--- config.mk ---
export PLATFORM = sky130hd
export DESIGN_NAME = bsf_top
export DESIGN_NICKNAME = d
export VERILOG_FILES = /design/src/rtl/bsf_pkg.sv /design/src/rtl/bsf_mem.sv /design/src/rtl/bsf_ctrl.sv /design/src/rtl/bsf_holdq.sv /design/src/rtl/bsf_slice.sv /design/src/rtl/bsf_top.sv
export SDC_FILE = /design/constraint.sdc
export NUM_CORES = 1
export LEC_CHECK = 0
export BUFFER_PORTS_ARGS = -buffer_cell sky130_fd_sc_hd__buf_2
export CORE_MARGIN = 4
export CORE_UTILIZATION = 40
export CTS_CLUSTER_DIAMETER = 30
export DETAILED_ROUTE_END_ITERATION = 12
export HOLD_SLACK_MARGIN = 0.12
export MAX_ROUTING_LAYER = met4
export PLACE_DENSITY_LB_ADDON = 0.3
export SYNTH_ARGS = -nofsm -noshare
export SYNTH_HDL_FRONTEND = slang
export SYNTH_HIERARCHICAL = 1
export SYNTH_SLANG_ARGS = --single-unit
--- constraint.sdc ---
create_clock -name clk -period 4.3 [get_ports clk]
set_input_delay 0.215 -clock clk [delete_from_list [all_inputs] [get_ports clk]]
set_output_delay 0.215 -clock clk [all_outputs]
set_load 0.02 [all_outputs]
--- src/rtl/bsf_pkg.sv ---
// Shared helpers for the buffered stream FIFO.
package bsf_pkg;
    // Read latency of the storage array in cycles for a given output-register choice.
    function automatic int rd_latency(input bit outreg);
        return outreg ? 2 : 1;
    endfunction
endpackage

--- src/rtl/bsf_mem.sv ---
// Storage array with one write port and one synchronous read port.
// Assumes the controller never reads an address in the cycle it writes it.
// Read data is valid 1 cycle after re, or 2 cycles with OUTREG set.
module bsf_mem #(
    parameter int DW     = 8,
    parameter int DEPTH  = 16,
    parameter bit OUTREG = 1'b0,
    localparam int AW    = $clog2(DEPTH)
) (
    input  logic          clk,
    input  logic          we,
    input  logic [AW-1:0] waddr,
    input  logic [DW-1:0] wdata,
    input  logic          re,
    input  logic [AW-1:0] raddr,
    output logic [DW-1:0] rdata
);
    logic [DW-1:0] cells [DEPTH];
    logic [DW-1:0] rd_q;

    // Write port.
    always_ff @(posedge clk) begin
        if (we) cells[waddr] <= wdata;
    end

    // Synchronous read port.
    always_ff @(posedge clk) begin
        if (re) rd_q <= cells[raddr];
    end

    generate
        if (OUTREG) begin : g_outreg
            logic [DW-1:0] rd_q2;
            // Optional second read register.
            always_ff @(posedge clk) rd_q2 <= rd_q;
            assign rdata = rd_q2;
        end else begin : g_noreg
            assign rdata = rd_q;
        end
    endgenerate
endmodule

--- src/rtl/bsf_ctrl.sv ---
// Pointer and prefetch controller.
// Three pointers, one bit wider than the address: write, issue (memory read
// sent) and consume (word left the holding queue). Capacity counts every word
// not yet consumed. Reads are issued only while the holding queue has room for
// all reads in flight, counting the pop of this cycle.
module bsf_ctrl #(
    parameter int DEPTH = 16,
    parameter int LAT   = 1,
    parameter int HQ    = 2,
    localparam int AW   = $clog2(DEPTH),
    localparam int PW   = AW + 1,
    localparam int CW   = $clog2(HQ + 1)
) (
    input  logic          clk,
    input  logic          rst_n,
    input  logic          in_valid,
    output logic          in_ready,
    input  logic          pop,
    input  logic [CW-1:0] hq_cnt,
    output logic          mem_we,
    output logic [AW-1:0] waddr,
    output logic          mem_re,
    output logic [AW-1:0] raddr,
    output logic          ret
);
    logic [PW-1:0]  wptr, rptr, cptr;
    logic [LAT-1:0] flight;
    logic           full, avail, credit;

    assign full     = (wptr - cptr) == PW'(DEPTH);
    assign in_ready = rst_n & ~full;
    assign mem_we   = in_valid & in_ready;
    assign waddr    = wptr[AW-1:0];
    assign raddr    = rptr[AW-1:0];
    assign avail    = wptr != rptr;
    assign credit   = (int'(hq_cnt) + $countones(flight) - int'(pop)) < HQ;
    assign mem_re   = rst_n & avail & credit;
    assign ret      = flight[LAT-1];

    // Pointer updates.
    always_ff @(posedge clk) begin
        if (!rst_n) begin
            wptr <= '0;
            rptr <= '0;
            cptr <= '0;
        end else begin
            if (mem_we) wptr <= wptr + 1'b1;
            if (mem_re) rptr <= rptr + 1'b1;
            if (pop)    cptr <= cptr + 1'b1;
        end
    end

    // One flag per memory latency stage marks reads in flight.
    always_ff @(posedge clk) begin
        if (!rst_n) begin
            flight <= '0;
        end else begin
            flight[0] <= mem_re;
            for (int i = 1; i < LAT; i++) flight[i] <= flight[i-1];
        end
    end

    // stored words never exceed DEPTH.
    assert_occ_bound_R2: assert property (@(posedge clk) disable iff (!rst_n)
        (wptr - cptr) <= PW'(DEPTH));

    // the issue pointer stays between consume and write pointers.
    assert_issue_order_R3: assert property (@(posedge clk) disable iff (!rst_n)
        (wptr - rptr) <= (wptr - cptr));
endmodule

--- src/rtl/bsf_holdq.sv ---
// Small register queue that catches prefetched memory words and presents the
// head as a first-word-fall-through output. Assumes the controller never
// pushes into a full queue that is not popping in the same cycle.
module bsf_holdq #(
    parameter int DW  = 8,
    parameter int HQ  = 2,
    localparam int IW = (HQ > 1) ? $clog2(HQ) : 1,
    localparam int CW = $clog2(HQ + 1)
) (
    input  logic          clk,
    input  logic          rst_n,
    input  logic          push,
    input  logic [DW-1:0] push_data,
    input  logic          pop,
    output logic          valid,
    output logic [DW-1:0] data,
    output logic [CW-1:0] cnt
);
    logic [DW-1:0] slot [HQ];
    logic [IW-1:0] head, tail;

    function automatic logic [IW-1:0] bump(input logic [IW-1:0] i);
        return (i == IW'(HQ - 1)) ? '0 : i + 1'b1;
    endfunction

    assign valid = cnt != '0;
    assign data  = slot[head];

    // Index and level bookkeeping.
    always_ff @(posedge clk) begin
        if (!rst_n) begin
            head <= '0;
            tail <= '0;
            cnt  <= '0;
        end else begin
            if (push) tail <= bump(tail);
            if (pop)  head <= bump(head);
            cnt <= cnt + CW'(push) - CW'(pop);
        end
    end

    // Slot storage.
    always_ff @(posedge clk) begin
        if (push) slot[tail] <= push_data;
    end

    // a push never lands in a full queue.
    assert_holdq_no_overflow_R3: assert property (@(posedge clk) disable iff (!rst_n)
        (push && !pop) |-> (cnt < CW'(HQ)));

    // a stalled head word stays put.
    assert_head_stable_R6: assert property (@(posedge clk) disable iff (!rst_n)
        (valid && !pop) |=> (valid && $stable(data)));

    // empty right after reset.
    assert_reset_empty_R1: assert property (@(posedge clk) disable iff (!rst_n)
        $rose(rst_n) |-> !valid);
endmodule

--- src/rtl/bsf_slice.sv ---
// Forward register slice. Upstream ready is downstream ready passed through.
// Data and valid load together whenever downstream is ready, so the data
// register is a one-entry FIFO whose level is the valid flag.
module bsf_slice #(
    parameter int DW = 8
) (
    input  logic          clk,
    input  logic          rst_n,
    input  logic          up_valid,
    output logic          up_ready,
    input  logic [DW-1:0] up_data,
    output logic          dn_valid,
    input  logic          dn_ready,
    output logic [DW-1:0] dn_data
);
    assign up_ready = dn_ready;

    // Valid flag: occupancy of the one-entry stage.
    always_ff @(posedge clk) begin
        if (!rst_n)        dn_valid <= 1'b0;
        else if (dn_ready) dn_valid <= up_valid;
    end

    // Data register.
    always_ff @(posedge clk) begin
        if (dn_ready) dn_data <= up_data;
    end

    // a stalled slice word stays put.
    assert_slice_hold_R6: assert property (@(posedge clk) disable iff (!rst_n)
        (dn_valid && !dn_ready) |=> (dn_valid && $stable(dn_data)));
endmodule

--- src/rtl/bsf_top.sv ---
// Buffered synchronous stream FIFO: synchronous-read storage, prefetch into a
// register holding queue, optional forward slice. Single clock, synchronous
// active-low reset. DEPTH must be a power of two, at least 2.
module bsf_top #(
    parameter int DW         = 8,
    parameter int DEPTH      = 16,
    parameter bit MEM_OUTREG = 1'b0,
    parameter bit OUT_SLICE  = 1'b0
) (
    input  logic          clk,
    input  logic          rst_n,
    input  logic          in_valid,
    output logic          in_ready,
    input  logic [DW-1:0] in_data,
    output logic          out_valid,
    input  logic          out_ready,
    output logic [DW-1:0] out_data
);
    localparam int LAT = bsf_pkg::rd_latency(MEM_OUTREG);
    localparam int HQ  = LAT + 1;
    localparam int AW  = $clog2(DEPTH);
    localparam int CW  = $clog2(HQ + 1);

    logic          mem_we, mem_re, ret, pop, hq_valid, hq_ready;
    logic [AW-1:0] waddr, raddr;
    logic [DW-1:0] rdata, hq_data;
    logic [CW-1:0] hq_cnt;

    assign pop = hq_valid & hq_ready;

    bsf_ctrl #(.DEPTH(DEPTH), .LAT(LAT), .HQ(HQ)) ctrl_i (
        .clk(clk), .rst_n(rst_n), .in_valid(in_valid), .in_ready(in_ready),
        .pop(pop), .hq_cnt(hq_cnt), .mem_we(mem_we), .waddr(waddr),
        .mem_re(mem_re), .raddr(raddr), .ret(ret)
    );

    bsf_mem #(.DW(DW), .DEPTH(DEPTH), .OUTREG(MEM_OUTREG)) mem_i (
        .clk(clk), .we(mem_we), .waddr(waddr), .wdata(in_data),
        .re(mem_re), .raddr(raddr), .rdata(rdata)
    );

    bsf_holdq #(.DW(DW), .HQ(HQ)) holdq_i (
        .clk(clk), .rst_n(rst_n), .push(ret), .push_data(rdata), .pop(pop),
        .valid(hq_valid), .data(hq_data), .cnt(hq_cnt)
    );

    generate
        if (OUT_SLICE) begin : g_slice
            bsf_slice #(.DW(DW)) slice_i (
                .clk(clk), .rst_n(rst_n), .up_valid(hq_valid), .up_ready(hq_ready),
                .up_data(hq_data), .dn_valid(out_valid), .dn_ready(out_ready),
                .dn_data(out_data)
            );
        end else begin : g_direct
            assign out_valid = hq_valid;
            assign out_data  = hq_data;
            assign hq_ready  = out_ready;
        end
    endgenerate
endmodule

==> results.txt, run 1 <==
----------------------------------------------------
[Outcome]
  Result of the run ... finished, final reports clean

[Critical path]
  Data arrival time of the critical path ... approximately 3.3 ns
  Type of element capturing the critical path ... flop
  Kind of start point of the critical path ... flop
  Worst EP required ... 4.35 ns
  Reg-to-reg slack, setup ... 1.10 ns
  Critical Path Fanout Max ... 12
  Setup CP Type ... reg2reg

[Route]
  Number of vias per cell ... ~5.2
  Number of iterations in the first detailed-routing pass ... 4
  Routed wire length ... 12,920 um
  Starting DRC count in detailed routing ... 210
  Count of vias placed by the detailed router ... 3,465
  Number of nets with antenna violations after routing ... 0
  Wire per inst ... just under 20 um
  Post-route DRC ... 0

[Timing]
  Headroom to the max-slew limit ... 0.4610
  Setup TNS ... 0 ns
  Number of endpoints with negative hold slack in the final report ... 0
  Worst Tran Pin Value ... about 0.8 ns
  Finish-stage setup viols ... 0
  Share of the cycle needed by the critical path after routing ... 0.7449
  Pins Over Slew Limit ... 0
  Achievable frequency ... roughly 0.31 GHz
  Setup repair after global routing missed its margin ... no
  Worst Clk Skew ... between 0.006 and 0.007 ns
  Post-Route Hold Slack ... about 0.18 ns
  Min Clock Period, post-route ... 3.203 ns

[Logic synthesis]
  Portion of synthesized cell area occupied by the leading cell type ... 0.6381
  Cell count after synthesis ... 400
  Synth top cells by count ... sky130_fd_sc_hd__edfxtp_1 (152), sky130_fd_sc_hd__nand2_1 (25), sky130_fd_sc_hd__dfxtp_1 (21)
  Synth area leaders ... sky130_fd_sc_hd__edfxtp_1 (64%), sky130_fd_sc_hd__dfxtp_1 (5.9%), sky130_fd_sc_hd__mux4_2 (5.7%)
  Average footprint of a synthesized cell ... 17.88 um^2
  Async set-reset flop share out of synthesis ... 0
  Number of flops mapped to enable cells by yosys ... approximately 150
  Leading cell type by number of instances after synthesis ... sky130_fd_sc_hd__edfxtp_1
  Largest area contributor in the synthesized netlist ... sky130_fd_sc_hd__edfxtp_1
  Number of different library cells in the post-synthesis netlist ... 42
  Area of the mapped netlist ... slightly above 7000 um^2
  Number of nets produced by synthesis ... roughly 430
  FF+latch count, synth ... 173
  Most used flip-flop cell after synthesis ... sky130_fd_sc_hd__edfxtp_1
  Fraction of the yosys area taken by sequential cells ... 0.6969
  Total number of yosys warnings ... 6

[Global routing]
  Wire length of the first global-routing pass ... between 20,000 and 25,000 um
  Initial antenna violation count ... 0
  Final global-route overflow total ... 0
  Largest net degree at the start of global routing ... 37
  Via count of the first global-routing pass ... 3,530
  All-Layer GR Usage ... 0.1416

[Power]
  Switching pwr ... approximately 1.2 mW
  Power density cells ... ~540 nW/um^2
  Share of total power in sequential cells ... 0.477
  Leakage dissipation ... 2.630 nW
  Relative contribution of the clock network to total power ... 0.320
  Fraction of power consumed by combinational cells ... 0.204
  Fraction of power spent switching nets ... 0.2717
  Internal power contribution ... roughly 3.1 mW
  Worst IR Drop VDD ... approximately 0.29 mV

[Floorplan]
  Die Y ... between 100 and 150 um
  Starting Density ... 0.4107
  Core Footprint ... roughly 17,000 um^2
  Ports placed on the boundary ... 22
  Die Outline Area ... around 20,000 um^2
  Die X ... between 100 and 150 um
  Total number of placement rows ... 48

[Clocking]
  CTS clock-pin slew for the worst setup and hold paths ... 0.06 ns
  Number of clock buffers inserted by TritonCTS ... 17
  Clock sink count ... between 150 and 200
  Resize count post-CTS ... 0
  Post-CTS Hold Fix Bufs ... 0
  TritonCTS clock tree ... done
  Buffers inserted by post-CTS timing repair ... 0
  Source-to-sink clock delay at the later pin of the worst-skew pair ... around 0.42 ns
  Clock root buffer ... sky130_fd_sc_hd__clkbuf_16
  Htree depth ... 4
  Max Root-Sink Buffers ... 2

[Placement]
  Number of buffers added on ports ... 21
  Final Wtd Congestion ... between 0.8 and 0.9
  Post-DP HPWL ... about 8400 um

[Job]
  Number of maximum-capacitance constraint violations ... 0

[Final layout]
  Fraction of final layout cells sized beyond drive strength 1 ... 0.1995
  Number of nets at the end of the flow ... roughly 450
  Antenna Cells ... 0
  Area growth from synthesis to layout ... 11.05%

[Worst hold path]
  Type of the worst min-delay path ... in2reg

----------------------------------------------------
## flip-flops by register name, summed over array words and instances, names as in the netlist, named ones only
name and cells:
mem_i/rdata 8, holdq_i/slot 16, ctrl_i/wptr 5, ctrl_i/ret 1, ctrl_i/rptr 5, holdq_i/tail 1
holdq_i/cnt 2, ctrl_i/cptr 5, holdq_i/head 1, mem_i/cells 128
## placed cells by master, fill, tap and decap left out, drive strengths merged, types with 10 or more instances in the layout
| cell | count |
|---|---|
| nor2 | 14 |
| edfxtp | 152 |
| mux4 | 32 |
| buf | 27 |
| nand2 | 25 |
| a22oi | 16 |
| dfxtp | 21 |
| inv | 14 |
| mux2i | 12 |
| ha | 12 |
| nand2b | 10 |
| and2 | 13 |
| clkbuf | 19 |
## layer usage
layer,global-route usage,routed length [um],vias to the layer above
li1,-,-,1611
met1,0.1922,5948,1750
met2,0.2112,6039,90
met3,0.03472,737,14
met4,0.04697,193,0
met5,-,0,-
## cell type report
cell class,count,area [um^2]
inverter,9,33.78
multi-input combinational,196,1972
tap,225,281.5
fill,1516,9473
clock inverter,12,87.58
timing repair buffer,27,150.1
sequential,173,4986
clock buffer,19,432.9
## power by group through the flow
stage	logic [mW]	registers, mW	clock network [mW]
after floorplan	0.720	2.02	0
after global placement	0.864	2.06	0
after detailed placement	0.885	2.07	0
after CTS	0.889	2.03	1.40
after global routing	0.943	2.04	1.47
final	0.866	2.03	1.36
## critical path, cell delays in order, from the launching register on
cell                       delay [ns]
sky130_fd_sc_hd__dfxtp_1         0.56
sky130_fd_sc_hd__inv_1           0.13
sky130_fd_sc_hd__ha_1            0.33
sky130_fd_sc_hd__o211ai_1        0.09
sky130_fd_sc_hd__mux2i_1         0.18
sky130_fd_sc_hd__a21boi_2        0.25
sky130_fd_sc_hd__and2_1          0.22
sky130_fd_sc_hd__or3b_2          0.51
sky130_fd_sc_hd__nor2_1          0.55
## final timing paths
| path | from | endpoint | depth (start not counted) |
|---|---|---|---|
| max | ctrl_i/wptr[0] | mem_i/cells[3][1] | 8 |
| min | in_valid | ctrl_i/wptr[2] | 4 |
| max reg2reg | ctrl_i/wptr[0] | mem_i/cells[3][1] | 8 |
| min reg2reg | mem_i/rdata[0] | holdq_i/slot[1][0] | 0 |
## cell families (layout without fill, tap and decap cells)
group	count (synthesis)	after routing	share of synthesized area
xor+xnor	14	14	0.01907
simple gates	88	88	0.06437
mux	52	52	0.1375
fa+ha+maj	13	13	0.02379
buf+inv	31	67	0.02746
flops	173	173	0.6969
compound gates	29	29	0.03096
## through the flow
step / total power, mW / worst slack [ns] / cell area, um^2 / instances / utilization
after global placement: 2.927 / 1.207 / 7423 / 630 / 0.4262
after detailed placement: 2.952 / 1.102 / 7423 / 630 / 0.4262
after floorplan: 2.738 / 1.393 / 7153 / 400 / -
final: 4.254 / 1.097 / 7944 / 661 / 0.4561
after CTS: 4.318 / 1.074 / 7944 / 661 / 0.4561
after global routing: 4.455 / 0.8862 / 7944 / 661 / 0.4561
(Power assumes the default switching activity.)
==> run 2, diff against run 1 <==
Clock period 4.3 ns to 3.3 ns, I/O delays scaled along.
==> results.txt, run 2 (synthesis results as in run 1) <==
----------------------------------------------------
[Outcome]
  Result of the run ... finished, final reports clean

[Clocking]
  Clock root buffer ... sky130_fd_sc_hd__clkbuf_16
  Source-to-sink clock delay at the later pin of the worst-skew pair ... between 0.4 and 0.5 ns
  Number of clock buffers inserted by TritonCTS ... 17
  Max Root-Sink Buffers ... 2
  TritonCTS clock tree ... done
  Clock sink count ... ~170
  CTS clock-pin slew for the worst setup and hold paths ... ~0.07 ns
  Resize count post-CTS ... 0
  Htree depth ... 4

[Timing]
  Share of the cycle needed by the critical path after routing ... 0.9294
  Pins Over Slew Limit ... 0
  Achievable frequency ... between 0.3 and 0.4 GHz
  Number of endpoints with negative hold slack in the final report ... 0
  Min Clock Period, post-route ... between 3 and 4 ns
  Setup TNS ... 0 ns
  Worst Tran Pin Value ... ~0.76 ns
  Setup repair after global routing missed its margin ... no
  Headroom to the max-slew limit ... 0.4922
  Crit path setup slack, layout ... 0.2331 ns
  Worst Clk Skew ... about 0.011 ns
  Finish-stage setup viols ... 0

[Global routing]
  Initial antenna violation count ... 0
  Largest net degree at the start of global routing ... 37
  Via count of the first global-routing pass ... 3,661
  Final global-route overflow total ... 0
  All-Layer GR Usage ... 0.1468
  Wire length of the first global-routing pass ... between 20,000 and 25,000 um

[Final layout]
  Commonest cells after routing, fill and taps aside ... sky130_fd_sc_hd__edfxtp_1 (152), sky130_fd_sc_hd__nand2_1 (25), sky130_fd_sc_hd__buf_4 (22)
  Largest register by flop count ... mem_i/cells
  Number of fillers in the final layout ... 1,512
  Area growth from synthesis to layout ... 14.15%
  Fraction of final layout cells sized beyond drive strength 1 ... 0.2335
  Flip-flop count of the largest register after layout ... roughly 130
  Final design utilization ... 0.4688
  Number of nets at the end of the flow ... approximately 470
  Leading cell type in the layout, fill and taps excluded ... sky130_fd_sc_hd__edfxtp_1
  Antenna Cells ... 0
  Final Cell Area ... a little over 8000 um^2

[Placement]
  Placed inst area ... about 7500 um^2
  Final Wtd Congestion ... just over 0.7
  Number of buffers added on ports ... 21
  Post-DP HPWL ... 8501 um
  Setup Slack @ Placement ... around 0.22 ns

[Power]
  Worst IR Drop VDD ... between 0.4 and 0.5 mV
  Power density cells ... 716.7 nW/um^2
  Pwr Total ... between 5 and 6 mW
  Leakage dissipation ... roughly 2.8 nW

[Route]
  Post-route DRC ... 0
  Number of vias per cell ... around 5.2
  Wire per inst ... 19.81 um
  Number of nets with antenna violations after routing ... 0
  Starting DRC count in detailed routing ... 336
  Routed wire length ... roughly 13,000 um
  Count of vias placed by the detailed router ... around 3,600
  Number of iterations in the first detailed-routing pass ... 4

[Critical path]
  Setup CP Type ... reg2reg
  Type of element capturing the critical path ... flop
  Critical Path Fanout Max ... 9
  Worst EP required ... 3.39 ns
  Kind of start point of the critical path ... flop
  Data arrival time of the critical path ... approximately 3.2 ns

[Floorplan]
  Core Footprint ... roughly 17,000 um^2
  Total number of placement rows ... 48
  Starting Density ... 0.4107
  Die X ... roughly 140 um
  Die Outline Area ... ~20,000 um^2
  Die Y ... 141.7 um
  Ports placed on the boundary ... 22

[Job]
  Number of maximum-capacitance constraint violations ... 0

[Worst hold path]
  Type of the worst min-delay path ... in2reg

----------------------------------------------------
## run 2: cell count changes in the layout (fill, tap and decap cells not counted)
cell | previous run | this run
sky130_fd_sc_hd__bufinv_16 | 0 | 3
sky130_fd_sc_hd__clkinv_1 | 2 | 0
sky130_fd_sc_hd__dlygate4sd3_1 | 0 | 1
sky130_fd_sc_hd__inv_6 | 4 | 2
sky130_fd_sc_hd__buf_4 | 6 | 22
sky130_fd_sc_hd__clkinv_2 | 2 | 1
sky130_fd_sc_hd__clkinv_4 | 1 | 2
sky130_fd_sc_hd__inv_8 | 1 | 3
## run 2: stage by stage
stage,hold WS [ns],cells
floorplan,0.2639,400
global placement,0.4325,646
detailed placement,0.4344,646
CTS,0.1240,679
global route,0.1324,679
finish,0.1379,679
## run 2: critical path: stages (launching register included)
cell and delay [ns]:
sky130_fd_sc_hd__dfxtp_1 0.37, sky130_fd_sc_hd__or2_2 0.30, sky130_fd_sc_hd__and2_1 0.28, sky130_fd_sc_hd__ha_1 0.35
sky130_fd_sc_hd__nand2b_1 0.16, sky130_fd_sc_hd__fa_1 0.39, sky130_fd_sc_hd__xnor2_1 0.14, sky130_fd_sc_hd__a32oi_1 0.14
sky130_fd_sc_hd__a21oi_2 0.25, sky130_fd_sc_hd__and2_1 0.35
## run 2: path summary, 6_finish.rpt
path | start | endpoint | slack (ns) | depth (start not counted)
max | holdq_i/cnt[1] | mem_i/rdata[2] | 0.23 | 9
max reg2reg | holdq_i/cnt[1] | mem_i/rdata[2] | 0.23 | 9
min | in_data[4] | mem_i/cells[11][4] | 0.14 | 1
min reg2reg | mem_i/rdata[6] | holdq_i/slot[1][6] | 0.45 | 0
## run 2: cell type report
| type | count | area, um^2 | area share |
|---|---|---|---|
| Clock buffer | 19 | 432.9 | 0.05302 |
| Timing Repair Buffer | 44 | 280.3 | 0.03432 |
| Sequential cell | 173 | 4986 | 0.6106 |
| Multi-Input combinational cell | 196 | 1972 | 0.2415 |
| Clock inverter | 13 | 178.9 | 0.02191 |
| Tap cell | 225 | 281.5 | 0.03448 |
| Inverter | 9 | 33.78 | 0.004137 |
## run 2: timing repair
item	4_1_cts	5_1_grt
hold buffers	1	0
setup buffers	0	0
endpoints found under the hold margin	1	0
## run 2: layer usage
layer,vias up,part of all wire,GRT usage,routed length [um]
met1,1815,0.45,0.1932,6095
li1,1644,-,-,-
met5,-,0,-,0
met2,79,0.48,0.2247,6524
met4,0,0.014,0.04495,195
met3,16,0.047,0.04011,636
## run 2: where the power goes
group | leakage, nW | switching, mW | internal (mW)
clock network | 0.294 | 0.852 | 1.21
logic | 0.926 | 0.630 | 0.548
registers | 1.54 | 0.0754 | 2.53
==> run 3, diff against run 2 <==
--- a/config.mk
+++ b/config.mk
@@ -7,4 +7,5 @@
 export LEC_CHECK = 0
 export BUFFER_PORTS_ARGS = -buffer_cell sky130_fd_sc_hd__buf_2
+export CAP_MARGIN = 20
 export CORE_MARGIN = 4
 export CORE_UTILIZATION = 40
@@ -16,4 +17,3 @@
 export SYNTH_ARGS = -nofsm -noshare
 export SYNTH_HDL_FRONTEND = slang
-export SYNTH_HIERARCHICAL = 1
 export SYNTH_SLANG_ARGS = --single-unit
==> constraint.sdc (replaced) <==
create_clock -name clk -period 3.3 [get_ports clk]
set_input_delay 0.495 -clock clk [delete_from_list [all_inputs] [get_ports clk]]
set_output_delay 0.495 -clock clk [all_outputs]
set_load 0.02 [all_outputs]
==> results.txt, run 3 <==
----------------------------------------------------
[Timing]
  Achievable frequency ... roughly 0.36 GHz
  Post-Route Hold Slack ... a little over 0.4 ns
  Worst Clk Skew ... between 0.01 and 0.015 ns
  Crit path setup slack, layout ... 0.4922 ns
  Number of endpoints with negative hold slack in the final report ... 0
  Setup repair after global routing missed its margin ... no
  Share of the cycle needed by the critical path after routing ... 0.8509
  Pins Over Slew Limit ... 0
  Min Clock Period, post-route ... between 2 and 3 ns
  Headroom to the max-slew limit ... 0.3542
  Worst Tran Pin Value ... 0.9673 ns
  Finish-stage setup viols ... 0
  Setup TNS ... 0 ns

[Worst hold path]
  Hold endpoint ... ctrl_i.wptr[1]
  Worst hold path depth ... 3
  Start point of the worst min-delay path ... rst_n
  Type of the worst min-delay path ... in2reg

[Power]
  Power density cells ... just under 700 nW/um^2
  Fraction of power consumed by combinational cells ... 0.186
  Leakage dissipation ... ~2.6 nW
  Pwr Total ... between 5 and 6 mW
  Internal power contribution ... between 4 and 5 mW
  Switching pwr ... 1.445 mW
  Share of total power in sequential cells ... 0.487
  Worst IR Drop VDD ... roughly 0.38 mV
  Fraction of power spent switching nets ... 0.2634
  Relative contribution of the clock network to total power ... 0.327

[Logic synthesis]
  FF+latch count, synth ... between 150 and 200
  Cell count after synthesis ... just over 400
  Area of the mapped netlist ... 7058 um^2
  Number of different library cells in the post-synthesis netlist ... 39
  Portion of synthesized cell area occupied by the leading cell type ... 0.6467
  Async set-reset flop share out of synthesis ... 0
  Number of nets produced by synthesis ... about 440
  Fraction of the yosys area taken by sequential cells ... 0.7063
  Largest area contributor in the synthesized netlist ... sky130_fd_sc_hd__edfxtp_1
  Number of flops mapped to enable cells by yosys ... roughly 150
  Total number of yosys warnings ... 0
  Leading cell type by number of instances after synthesis ... sky130_fd_sc_hd__edfxtp_1
  Average footprint of a synthesized cell ... 17.38 um^2
  Synth area leaders ... sky130_fd_sc_hd__edfxtp_1 (65%), sky130_fd_sc_hd__mux4_2 (10%), sky130_fd_sc_hd__dfxtp_1 (6.0%)
  Most used flip-flop cell after synthesis ... sky130_fd_sc_hd__edfxtp_1
  Synth top cells by count ... sky130_fd_sc_hd__edfxtp_1 (152), sky130_fd_sc_hd__mux4_2 (32), sky130_fd_sc_hd__dfxtp_1 (21), sky130_fd_sc_hd__nor2_1 (21), sky130_fd_sc_hd__a21oi_1 (18)

[Final layout]
  Area growth from synthesis to layout ... 13.81%
  Flip-flop count of the largest register after layout ... between 100 and 150
  Fraction of final layout cells sized beyond drive strength 1 ... 0.2467
  Non-filler cells, final ... a little under 700
  Final design utilization ... 0.4644
  Commonest cells after routing, fill and taps aside ... sky130_fd_sc_hd__edfxtp_1 (152), sky130_fd_sc_hd__mux4_2 (32), sky130_fd_sc_hd__nor2_1 (21), sky130_fd_sc_hd__buf_2 (21), sky130_fd_sc_hd__dfxtp_1 (20)
  Number of nets at the end of the flow ... 476
  Largest register by flop count ... mem_i.cells
  Final Cell Area ... 8033 um^2
  Leading cell type in the layout, fill and taps excluded ... sky130_fd_sc_hd__edfxtp_1
  Antenna Cells ... 0

[Critical path]
  Critical Path Fanout Max ... 8
  Type of element capturing the critical path ... flop
  Reg-to-reg slack, setup ... between 0.4 and 0.5 ns
  Data arrival time of the critical path ... 2.86 ns
  Startpoint of the most critical setup path ... ctrl_i.wptr[0]
  Number of cell instances on the worst register-to-register path ... 7
  Setup CP Type ... reg2reg
  Worst EP required ... 3.35 ns
  Worst R2R Start ... ctrl_i.wptr[0]
  Terminus of the critical flop-to-flop path ... mem_i.cells[10][2]
  Kind of start point of the critical path ... flop

[Floorplan]
  Ports placed on the boundary ... 22
  Starting Density ... 0.4081
  Die Outline Area ... around 20,000 um^2
  Total number of placement rows ... 48
  Die Y ... 140.8 um
  Core Footprint ... 17,300 um^2
  Die X ... 140.8 um

[Route]
  Count of vias placed by the detailed router ... around 3,600
  Wire per inst ... around 20 um
  Number of iterations in the first detailed-routing pass ... 4
  Routed wire length ... roughly 14,000 um
  Number of nets with antenna violations after routing ... 0
  Post-route DRC ... 0
  Number of vias per cell ... roughly 5.2
  Starting DRC count in detailed routing ... ~250

[Global routing]
  Via count of the first global-routing pass ... 3,706
  Final global-route overflow total ... 0
  Largest net degree at the start of global routing ... 37
  All-Layer GR Usage ... 0.1537
  Wire length of the first global-routing pass ... 21,850 um
  Initial antenna violation count ... 0

[Job]
  Number of maximum-capacitance constraint violations ... 0

[Clocking]
  Buffers inserted by post-CTS timing repair ... 0
  Htree depth ... 4
  Source-to-sink clock delay at the later pin of the worst-skew pair ... ~0.42 ns
  Resize count post-CTS ... 0
  CTS clock-pin slew for the worst setup and hold paths ... 0.06 ns
  Post-CTS Hold Fix Bufs ... 0
  Clock root buffer ... sky130_fd_sc_hd__clkbuf_16
  TritonCTS clock tree ... done
  Clock sink count ... roughly 170
  Number of clock buffers inserted by TritonCTS ... 17
  Max Root-Sink Buffers ... 2

[Outcome]
  Result of the run ... finished, final reports clean

[Placement]
  Number of buffers added on ports ... 21
  Final Wtd Congestion ... around 0.80
  Placed inst area ... around 7500 um^2
  Post-DP HPWL ... 8960 um
  Post-placement cell count ... 652
  Setup Slack @ Placement ... 0.5091 ns

----------------------------------------------------
## run 3: area by class of cell
| cell class | count | area (um^2) |
|---|---|---|
| multi-input cells | 199 | 1933 |
| repair buffers | 40 | 247.7 |
| clock inverters | 12 | 95.09 |
| fillers | 1518 | 9264 |
| flip-flops and latches | 173 | 4986 |
| inverters | 15 | 56.30 |
| clock buffers | 19 | 432.9 |
| well taps | 225 | 281.5 |
## run 3: per-layer routing
metal,vias up,track usage,wire length (um)
met2,78,0.2233,6521
met3,14,0.03189,682
li1,1656,-,-
met5,-,-,0
met4,0,0.06068,240
met1,1802,0.2137,6229
## run 3: logic make-up after synthesis
group	Yosys count	synth area share
simple gates	74	0.05230
fa+ha+maj	18	0.03297
mux	50	0.1291
buf+inv	34	0.01985
flops	173	0.7063
compound gates	41	0.03758
xor+xnor	16	0.02198
## run 3: how the worst max path moves through the flow
stage,endpoint,slack (ns),cells past startpoint
after floorplan,mem_i.rdata[0],0.68,10
after global placement,mem_i.cells[14][2],0.63,7
after detailed placement,mem_i.cells[14][4],0.51,7
after CTS,in_ready,0.49,6
after global routing,mem_i.cells[10][1],0.28,7
final,mem_i.cells[10][2],0.49,7
## run 3: critical path, cell delays in order (launching register included)
cell	delay, ns
sky130_fd_sc_hd__dfxtp_1	0.46
sky130_fd_sc_hd__inv_1	0.13
sky130_fd_sc_hd__ha_1	0.21
sky130_fd_sc_hd__nand3b_1	0.20
sky130_fd_sc_hd__a22o_2	0.29
sky130_fd_sc_hd__a41oi_2	0.35
sky130_fd_sc_hd__nand2_1	0.19
sky130_fd_sc_hd__nor2_1	0.60
## run 3: power by group through the flow
stage	combinational (mW)	clock, mW	sequential (mW)
after floorplan	0.754	0	2.65
after global placement	1.02	0	2.71
after detailed placement	1.03	0	2.72
after CTS	1.04	1.84	2.68
after global routing	1.13	1.95	2.69
final	1.02	1.79	2.67
